<file path="src/rtl/tick_timer_pkg.sv">
package tick_timer_pkg;

  // Register map
  localparam int unsigned MCR_ADDR = 'h000;
  localparam int unsigned WIN_BASE = 'h100;
  localparam int unsigned WIN_SPAN = 'h10;

  // Field positions
  localparam int unsigned HALT_BIT = 1;
  localparam int unsigned RUN_BIT  = 0;
  localparam int unsigned IRQ_BIT  = 1;
  localparam int unsigned LINK_BIT = 2;
  localparam int unsigned CLR_BIT  = 0;

  typedef enum logic [1:0] {
    SLOT_LOAD  = 2'd0,
    SLOT_COUNT = 2'd1,
    SLOT_CTRL  = 2'd2,
    SLOT_FLAG  = 2'd3
  } slot_e;

  typedef struct packed {
    logic link;
    logic irq_en;
    logic run;
  } chan_ctrl_t;

endpackage

</file>
<file path="src/rtl/tick_timer_rst_sync.sv">
module tick_timer_rst_sync (
  input  logic clk,
  input  logic rst_n_i,
  output logic rst_n_o
);

  logic [1:0] sync_q;

  always_ff @(posedge clk or negedge rst_n_i) begin
    if (!rst_n_i) begin
      sync_q <= 2'b00;
    end else begin
      sync_q <= {sync_q[0], 1'b1};
    end
  end

  assign rst_n_o = sync_q[1];

endmodule

</file>
<file path="src/rtl/tick_timer_decode.sv">
module tick_timer_decode
  import tick_timer_pkg::*;
#(
  parameter int unsigned NUM_CH = 4,
  parameter int unsigned ADDR_W = 12
) (
  input  logic [ADDR_W-1:0] addr_i,
  output logic              mcr_hit_o,
  output logic [NUM_CH-1:0] ch_hit_o,
  output slot_e             slot_o
);

  localparam int unsigned WIN_SHIFT = $clog2(WIN_SPAN);
  localparam int unsigned PAGE_W    = ADDR_W - WIN_SHIFT;

  logic aligned;

  always_comb begin
    aligned   = (addr_i[1:0] == 2'b00);
    mcr_hit_o = (addr_i == ADDR_W'(MCR_ADDR));
    slot_o    = slot_e'(addr_i[WIN_SHIFT-1:2]);
    for (int i = 0; i < NUM_CH; i++) begin
      ch_hit_o[i] = aligned &&
                    (addr_i[ADDR_W-1:WIN_SHIFT] == PAGE_W'(WIN_BASE / WIN_SPAN + i));
    end
  end

endmodule

</file>
<file path="src/rtl/tick_timer_modctl.sv">
module tick_timer_modctl
  import tick_timer_pkg::*;
(
  input  logic clk,
  input  logic rst_n,
  input  logic wr_i,
  input  logic halt_bit_i,
  output logic halt_o
);

  logic halt_q;
  logic halt_d;
  logic halt_en;

  always_comb begin
    halt_en = wr_i;
    halt_d  = halt_bit_i;
  end

  always_ff @(posedge clk or negedge rst_n) begin
    if (!rst_n) begin
      halt_q <= 1'b1;
    end else if (halt_en) begin
      halt_q <= halt_d;
    end
  end

  assign halt_o = halt_q;


  halt_follows_write_chk: assert property (@(posedge clk) disable iff (!rst_n)
    wr_i |=> (halt_o == $past(halt_bit_i)));

endmodule

</file>
<file path="src/rtl/tick_timer_chan.sv">
module tick_timer_chan
  import tick_timer_pkg::*;
#(
  parameter int unsigned CNT_W = 32
) (
  input  logic             clk,
  input  logic             rst_n,
  input  logic             halt_i,
  input  logic             step_ok_i,
  input  logic             wr_load_i,
  input  logic             wr_ctrl_i,
  input  logic             wr_flag_i,
  input  logic [CNT_W-1:0] wdata_i,
  output logic [CNT_W-1:0] load_o,
  output logic [CNT_W-1:0] count_o,
  output chan_ctrl_t       ctrl_o,
  output logic             flag_o,
  output logic             irq_o,
  output logic             expire_o
);

  logic [CNT_W-1:0] load_q;
  logic [CNT_W-1:0] count_q, count_d;
  chan_ctrl_t       ctrl_q, ctrl_d;
  logic             flag_q, flag_d;
  logic             run_prev_q;
  logic             run_rise, at_zero, tick, expire;
  logic             count_en, flag_en;

  always_comb begin
    run_rise = ctrl_q.run & ~run_prev_q;
    at_zero  = (count_q == '0);
    tick     = ctrl_q.run & ~halt_i & ~run_rise & step_ok_i;
    expire   = tick & at_zero;
    count_en = run_rise | tick;
    if (run_rise || at_zero) begin
      count_d = load_q;
    end else begin
      count_d = count_q - CNT_W'(1);
    end
    // an expiry in the same cycle as a clear keeps the flag set
    flag_en = expire | (wr_flag_i & wdata_i[CLR_BIT]);
    flag_d  = expire;
    ctrl_d  = '{link: wdata_i[LINK_BIT], irq_en: wdata_i[IRQ_BIT], run: wdata_i[RUN_BIT]};
  end

  always_ff @(posedge clk or negedge rst_n) begin
    if (!rst_n) begin
      load_q     <= '0;
      count_q    <= '0;
      ctrl_q     <= '0;
      flag_q     <= 1'b0;
      run_prev_q <= 1'b0;
    end else begin
      run_prev_q <= ctrl_q.run;
      if (wr_load_i) load_q  <= wdata_i;
      if (count_en)  count_q <= count_d;
      if (wr_ctrl_i) ctrl_q  <= ctrl_d;
      if (flag_en)   flag_q  <= flag_d;
    end
  end

  assign load_o   = load_q;
  assign count_o  = count_q;
  assign ctrl_o   = ctrl_q;
  assign flag_o   = flag_q;
  assign irq_o    = flag_q & ctrl_q.irq_en;
  assign expire_o = expire;


  stopped_hold_chk: assert property (@(posedge clk) disable iff (!rst_n)
    !ctrl_q.run |=> $stable(count_q));


  frozen_hold_chk: assert property (@(posedge clk) disable iff (!rst_n)
    (halt_i && !run_rise) |=> $stable(count_q));


  reload_value_chk: assert property (@(posedge clk) disable iff (!rst_n)
    expire |=> (count_q == $past(load_q)));


  single_step_chk: assert property (@(posedge clk) disable iff (!rst_n)
    (tick && !at_zero) |=> (count_q == $past(count_q) - CNT_W'(1)));


  flag_source_chk: assert property (@(posedge clk) disable iff (!rst_n)
    $rose(flag_q) |-> $past(expire));


  irq_sticky_chk: assert property (@(posedge clk) disable iff (!rst_n)
    (irq_o && !(wr_flag_i && wdata_i[CLR_BIT]) && !wr_ctrl_i) |=> irq_o);

endmodule

</file>
<file path="src/rtl/tick_timer_bank.sv">
module tick_timer_bank
  import tick_timer_pkg::*;
#(
  parameter int unsigned NUM_CH = 4,
  parameter int unsigned CNT_W  = 32,
  parameter int unsigned ADDR_W = 12
) (
  input  logic              clk,
  input  logic              rst_n,
  input  logic              bus_sel,
  input  logic              bus_we,
  input  logic [ADDR_W-1:0] bus_addr,
  input  logic [CNT_W-1:0]  bus_wdata,
  output logic [CNT_W-1:0]  bus_rdata,
  output logic [NUM_CH-1:0] irq
);

  logic              rst_n_s;
  logic              mcr_hit;
  logic [NUM_CH-1:0] ch_hit;
  slot_e             slot;
  logic              wr_en, rd_en;
  logic              halt;

  logic [CNT_W-1:0]  load_arr  [NUM_CH];
  logic [CNT_W-1:0]  count_arr [NUM_CH];
  chan_ctrl_t        ctrl_arr  [NUM_CH];
  logic [NUM_CH-1:0] flag_vec;

  assign wr_en = bus_sel &  bus_we;
  assign rd_en = bus_sel & ~bus_we;

  tick_timer_rst_sync u_rst_sync (
    .clk     (clk),
    .rst_n_i (rst_n),
    .rst_n_o (rst_n_s)
  );

  tick_timer_decode #(
    .NUM_CH (NUM_CH),
    .ADDR_W (ADDR_W)
  ) u_decode (
    .addr_i    (bus_addr),
    .mcr_hit_o (mcr_hit),
    .ch_hit_o  (ch_hit),
    .slot_o    (slot)
  );

  tick_timer_modctl u_modctl (
    .clk        (clk),
    .rst_n      (rst_n_s),
    .wr_i       (wr_en & mcr_hit),
    .halt_bit_i (bus_wdata[HALT_BIT]),
    .halt_o     (halt)
  );

  for (genvar g = 0; g < NUM_CH; g++) begin : g_ch
    logic step_ok;
    logic expire_w;
    logic sel_w;

    assign sel_w = wr_en & ch_hit[g];

    if (g == 0) begin : g_head
      assign step_ok = 1'b1;
    end else begin : g_link
      assign step_ok = ~ctrl_arr[g].link | g_ch[g-1].expire_w;
    end

    tick_timer_chan #(
      .CNT_W (CNT_W)
    ) u_chan (
      .clk       (clk),
      .rst_n     (rst_n_s),
      .halt_i    (halt),
      .step_ok_i (step_ok),
      .wr_load_i (sel_w & (slot == SLOT_LOAD)),
      .wr_ctrl_i (sel_w & (slot == SLOT_CTRL)),
      .wr_flag_i (sel_w & (slot == SLOT_FLAG)),
      .wdata_i   (bus_wdata),
      .load_o    (load_arr[g]),
      .count_o   (count_arr[g]),
      .ctrl_o    (ctrl_arr[g]),
      .flag_o    (flag_vec[g]),
      .irq_o     (irq[g]),
      .expire_o  (expire_w)
    );
  end

  always_comb begin
    bus_rdata = '0;
    if (rd_en) begin
      if (mcr_hit) begin
        bus_rdata[HALT_BIT] = halt;
      end
      for (int i = 0; i < NUM_CH; i++) begin
        if (ch_hit[i]) begin
          unique case (slot)
            SLOT_LOAD:  bus_rdata = load_arr[i];
            SLOT_COUNT: bus_rdata = count_arr[i];
            SLOT_CTRL:  bus_rdata = CNT_W'(ctrl_arr[i]);
            SLOT_FLAG:  bus_rdata = CNT_W'(flag_vec[i]);
            default:    bus_rdata = '0;
          endcase
        end
      end
    end
  end


  window_unique_chk: assert property (@(posedge clk) disable iff (!rst_n_s)
    $onehot0({mcr_hit, ch_hit}));


  idle_bus_zero_chk: assert property (@(posedge clk) disable iff (!rst_n_s)
    !rd_en |-> (bus_rdata == '0));

endmodule

</file>
<file path="config.mk">
export PLATFORM = sky130hd
export DESIGN_NAME = tick_timer_bank
export DESIGN_NICKNAME = d
export VERILOG_FILES = /design/src/rtl/tick_timer_pkg.sv /design/src/rtl/tick_timer_rst_sync.sv /design/src/rtl/tick_timer_decode.sv /design/src/rtl/tick_timer_modctl.sv /design/src/rtl/tick_timer_chan.sv /design/src/rtl/tick_timer_bank.sv
export SDC_FILE = /design/constraint.sdc
export NUM_CORES = 1
export LEC_CHECK = 0
export ABC_AREA = 1
export BUFFER_PORTS_ARGS = -buffer_cell sky130_fd_sc_hd__clkbuf_2
export CAP_MARGIN = 20
export CELL_PAD_IN_SITES_DETAIL_PLACEMENT = 1
export CELL_PAD_IN_SITES_GLOBAL_PLACEMENT = 2
export CORE_MARGIN = 5
export CORE_UTILIZATION = 36
export CTS_CLUSTER_SIZE = 40
export DETAILED_ROUTE_END_ITERATION = 8
export GPL_TIMING_DRIVEN = 0
export PLACE_DENSITY_LB_ADDON = 0.2
export SYNTH_ARGS = -nofsm -noshare
export SYNTH_HDL_FRONTEND = slang
export SYNTH_SLANG_ARGS = --single-unit
</file>
<file path="constraint.sdc">
create_clock -name clk -period 9.5 [get_ports clk]
set_input_delay 0.475 -clock clk [delete_from_list [all_inputs] [get_ports clk]]
set_output_delay 0.475 -clock clk [all_outputs]
set_load 0.01 [all_outputs]
</file>
Yosys cells after proc, flatten, opt, wreduce, memory -nomap -nowiden:

Index checks and enable logic that the tools add are counted.

* memory bits (writable): 0
* bits of input ports: 48
* memories kept: 0
* output and inout bits: 36
* memory bits (read-only): 0
* bits in registers: 279
* latch bits: 0

* $lt $le $gt $ge: 0
* $add $sub $neg: 4
* shifts and indexed selects: 0
* multipliers: 0
* reductions and logical operators: 15
* divide/modulo/power cells: 0
* eq/ne operators: 7
* multiplexer cells: 14
* bitwise operators: 70

Operators by type and width (number)
* $pmux 32 s4: 4
* $mux 32: 9
* $logic_not 32->1: 4
* $sub 32x1->32 const B: 4
* $and 1x1->1: 46
* $eq 8x5->1 const B: 4
* $not 1->1: 13
* $logic_not 12->1: 1
* $or 1x1->1: 11
* $eq 2x2->1 const B: 2
* $logic_and 1x1->1: 4
* $logic_not 2->1: 2
* $logic_or 1x1->1: 4
* $eq 2x1->1 const B: 1
* $mux 1: 1

Logic depth before layout (Yosys ltp):

* depth after elaboration: 15
* mapped depth: 17
* depth with buffers taken out: 16

By module:

A second synthesis with hierarchy kept.

* cells, all modules: 2995
* area, all modules: 19005.7 µm²

By module, submodules not included
* tick_timer_chan: cells each 556, area an instance 3932.5 µm², instances 4, seq. area each 1726.7 µm²
* tick_timer_bank: cells each 732, area an instance 3044.2 µm², instances 1, seq. area each 0.0 µm²
* tick_timer_decode: cells each 31, area an instance 136.4 µm², instances 1, seq. area each 0.0 µm²
* tick_timer_rst_sync: cells each 3, area an instance 53.8 µm², instances 1, seq. area each 50.0 µm²
* tick_timer_modctl: cells each 5, area an instance 41.3 µm², instances 1, seq. area each 26.3 µm²

Worst setup path after synthesis:

No wires, ideal clock.

* path kind: input port to output port
* start point: input port bus_addr[2]
* end point: output port bus_rdata[1]
* setup slack: 7.128 ns
* data arrival time: 1.897 ns
* data required time: 9.025 ns
* stages: 8
* cells stage by stage: clkbuf_1 -> nor2_1 -> clkbuf_1 -> clkbuf_1 -> a21oi_1 -> o221ai_1 -> o211ai_1 -> a21oi_1

* longest elaborated chain between the ends: 7

RTL lines
* start, declared: RTL line tick_timer_bank.sv:12 `input logic [ADDR_W-1:0] bus_addr,`
* $eq 2x2->1, or another cell as far along: RTL line tick_timer_bank.sv:98 `unique case (slot)`
* $pmux 32 s4 / $mux 1 (equally long branches): RTL line tick_timer_bank.sv:98, tick_timer_bank.sv:93
* $mux 32 (3 in a row): RTL line tick_timer_bank.sv:97 `if (ch_hit[i]) begin`
* $mux 32 *: RTL line tick_timer_bank.sv:97
* $mux 32 *: RTL line tick_timer_bank.sv:92 `if (rd_en) begin`
* end, declared: RTL line tick_timer_bank.sv:14 `output logic [CNT_W-1:0] bus_rdata,`

Every way passes the cells marked *; elsewhere a longest branch is shown, timed or not.

Worst setup path after layout:

* start point: input port bus_addr[2]
* end point: output port bus_rdata[7]

* longest elaborated chain between the ends: 7

RTL lines (RTL line)
* $eq 2x2->1, or another cell as far along: tick_timer_bank.sv:98
* $pmux 32 s4: tick_timer_bank.sv:98
* $mux 32 (3 in a row): tick_timer_bank.sv:97
* $mux 32 *: tick_timer_bank.sv:97
* $mux 32 *: tick_timer_bank.sv:92

Marked as above.

==> flow_summary.ini <==
[clocking]
cts_setup_buffers = 0
cts-hold-fix-buffers = 1
clockRootBuffer = clkbuf_16
cts.clk_slew.worst_paths_ps = 60
numCtsBuffers = 38
htree_num_levels = 2
cts.repair.resized = 0
cts.path.max_buffers = 3
insertion_delay_ps = 570
tritoncts = yes
clock-sinks = 279

[sta]
rsz0062_at_grt = false
hold_viol = 0
finalSetupViolCount = 0
tightest_slew_ps = 1010
slew_viol_final = 0
finalCriticalPeriod_ps = 4210
finalCritPeriodShare = 0.443
relSlewSlack = 0.326
clock_skew_ps = 17.1
fmax_ghz = 0.237
fin_ws_ps = 5290

[critical_path]
path_class = input port to output port
cp_slowest_cell = o21ai_0
critPathArrivalTime_ps = 3740
critical-path-max-stage-delay_ps = 720
worstPathCellList = clkbuf_1 -> nand2_1 -> clkbuf_1 -> o21ai_0 -> nor2_1 -> o21ai_0 -> o211ai_1 -> a21oi_1 -> clkbuf_2
regToRegSetupSlack_ps = 6720
start_kind = input port
end_kind = output port
critPathMaxFanout = 10
critPathRequiredTime_ps = 9030
r2r_cells = 16

[yosys]
ys_types = 46
ys_ff_latch = 279
async_reset_ff_frac = 1.00
synthTopCellsByCount = 567 x nand2_1, 381 x o21ai_0, 278 x dfrtp_1
netlist_area_um2 = 17100
synthCells = 2427
synth_top_area_share = 0.408
synth.avg_cell_area_um2 = 7.03
synth_area_leaders = dfrtp_1 41%, nand2_1 12%, o21ai_0 11%, inv_1 6.0%, nor2_1 5.2%
ys.flop_type = dfrtp_1
syn-num-nets = 2483
yosysTopAreaCell = dfrtp_1
synth_edf_count = 0
ys_seq_area_frac = 0.409
synth_most_common_cell = nand2_1
ys_warn_count = 0

[die]
io_pins = 84
die_y_um = 228
start_util = 0.365
dieArea_um2 = 51800
die_w_um = 228
num_rows = 79
core_area_um2 = 46800

[routing]
wl_per_cell_um = 26.0
drtPass1Iterations = 5
drtIter0Drc = 1655
postRouteAntennaNets = 0
num_vias = 18142
vias_per_cell = 5.67
post-route-drc-count = 0
wirelength_um = 83100

[global_route]
grt_overflow_total = 0
grt_pass1_vias = 18475
grt_max_degree = 66
antenna_found_initial = 9
grt_pass1_wl_um = 121000
grtUsageTotal = 0.318

[power]
leakagePower_nw = 8.79
sequentialPowerShare = 0.420
netSwitchingFraction = 0.264
p_clk_frac = 0.510
p_sw_uw = 778
ir_drop_v = 0.000116
power_density_nw_per_um2 = 150
p_int_mw = 2.17
combPwrFrac = 0.070

[cells_and_area]
finalNetCount = 2610
drive_gt1_frac = 0.0817
area_growth_syn_to_layout_pct = 15.2
fillerInstances = 5990
stdcell_area_um2 = 19600

[placement]
place_ws_ps = 5410
hpwl_um = 63400
port_buffers = 82
place.gp.congestion = 1.06
place_area_um2 = 18300

[hold_path]
min_path_cells = 3
hp-class = input port to flop

[job]
maxCapViolCount = 0

[outcome]
status = completed
==> worst max-delay path: cells and delay by family <==
family                 cells  cell delay (ps)
buffers and inverters      3              970
AND/OR/NAND/NOR            2              520
AO/OA/AOI/OAI              4             1740
==> state kept, by name, summed over array words and instances, names as in the netlist <==
name	flops
g_ch.u_chan.run_prev_q	4
g_ch.u_chan.ctrl_o	12
g_ch.u_chan.count_o	128
u_rst_sync.sync_q	2
g_ch.u_chan.load_o	128
u_modctl.halt_o	1
g_ch.u_chan.flag_o	4
==> final timing paths <==
check / endpoint / from
setup / recovery: bus_rdata[7] / bus_addr[2]
hold / removal: u_modctl.halt_o$_DFFE_PN1P_ / bus_wdata[1]
setup reg to reg: g_ch[3].u_chan.count_o[13]$_DFFE_PN0P_ / g_ch[0].u_chan.count_o[0]$_DFFE_PN0P_
hold reg to reg: u_rst_sync.sync_q[1]$_DFF_PN0_ / u_rst_sync.sync_q[0]$_DFF_PN0_
max in group asynchronous: g_ch[2].u_chan.load_o[20]$_DFFE_PN0P_ / u_rst_sync.sync_q[1]$_DFF_PN0_
min in group asynchronous: u_rst_sync.sync_q[1]$_DFF_PN0_ / rst_n
==> per-stage QoR <==
step	hold slack [ps]	cells	TNS [ps]	utilization	total power [mW]
6_report	202	3200	0	0.420	2.94
5_1_grt	211	3194	0	0.420	3.03
4_1_cts	162	3191	0	0.420	2.96
3_5_place_dp	265	3120	0	0.392	1.46
3_3_place_gp	261	3116	-842760	0.390	1.45
2_1_floorplan	179	2427	0	-	1.35
==> cell usage in the layout (no fill, tap or decap), drive strengths merged, types with 46 or more instances in the layout <==
cell | netlist | routed
nand2 | 574 | 574
o21ai | 385 | 385
dfrtp | 278 | 278
inv | 274 | 274
nor2 | 249 | 249
clkbuf | 88 | 230
a21oi | 126 | 126
nand3 | 101 | 101
xor2 | 66 | 66
o22ai | 64 | 64
buf | 42 | 46
==> power groups by stage <==
stage,Clock [mW],Combinational (mW),Sequential (mW)
CTS,1.52,0.203,1.24
floorplan,0,0.0852,1.26
detailed placement,0,0.202,1.26
finish,1.50,0.207,1.24
global placement,0,0.173,1.28
global route,1.57,0.220,1.24
==> layout make-up <==
type                            count  area [µm²]  area share
Multi-Input combinational cell   1742        8470       0.431
Sequential cell                   279        6990       0.356
Clock buffer                       60        1150      0.0584
Inverter                          276        1040      0.0527
Tap cell                          607         759      0.0387
Buffer                            130         567      0.0288
Timing Repair Buffer               87         531      0.0270
Clock inverter                     10         128     0.00650
Antenna cell                        9        22.5     0.00115
==> logic make-up (layout without fill, tap and decap cells) <==
logic type               count (synthesis)  in the layout  synth area share
AO/OA/AOI/OAI                          671            671             0.216
XOR/XNOR                                68             68            0.0349
AND/OR/NAND/NOR                        994            994             0.240
other                                    1             10          0.000220
buffers and inverters                  406            563            0.0940
adder cells (fa/ha/maj)                  8              8           0.00587
flip-flops                             279            279             0.409
==> layer usage <==
| metal | part of all wire | global-route usage |
|---|---|---|
| met1 | 0.44 | 0.436 |
| met2 | 0.43 | 0.478 |
| met3 | 0.071 | 0.0654 |
| met4 | 0.053 | 0.159 |
| met5 | 0.00033 | 0 |
No activity file was read; power rests on OpenSTA's default activity.
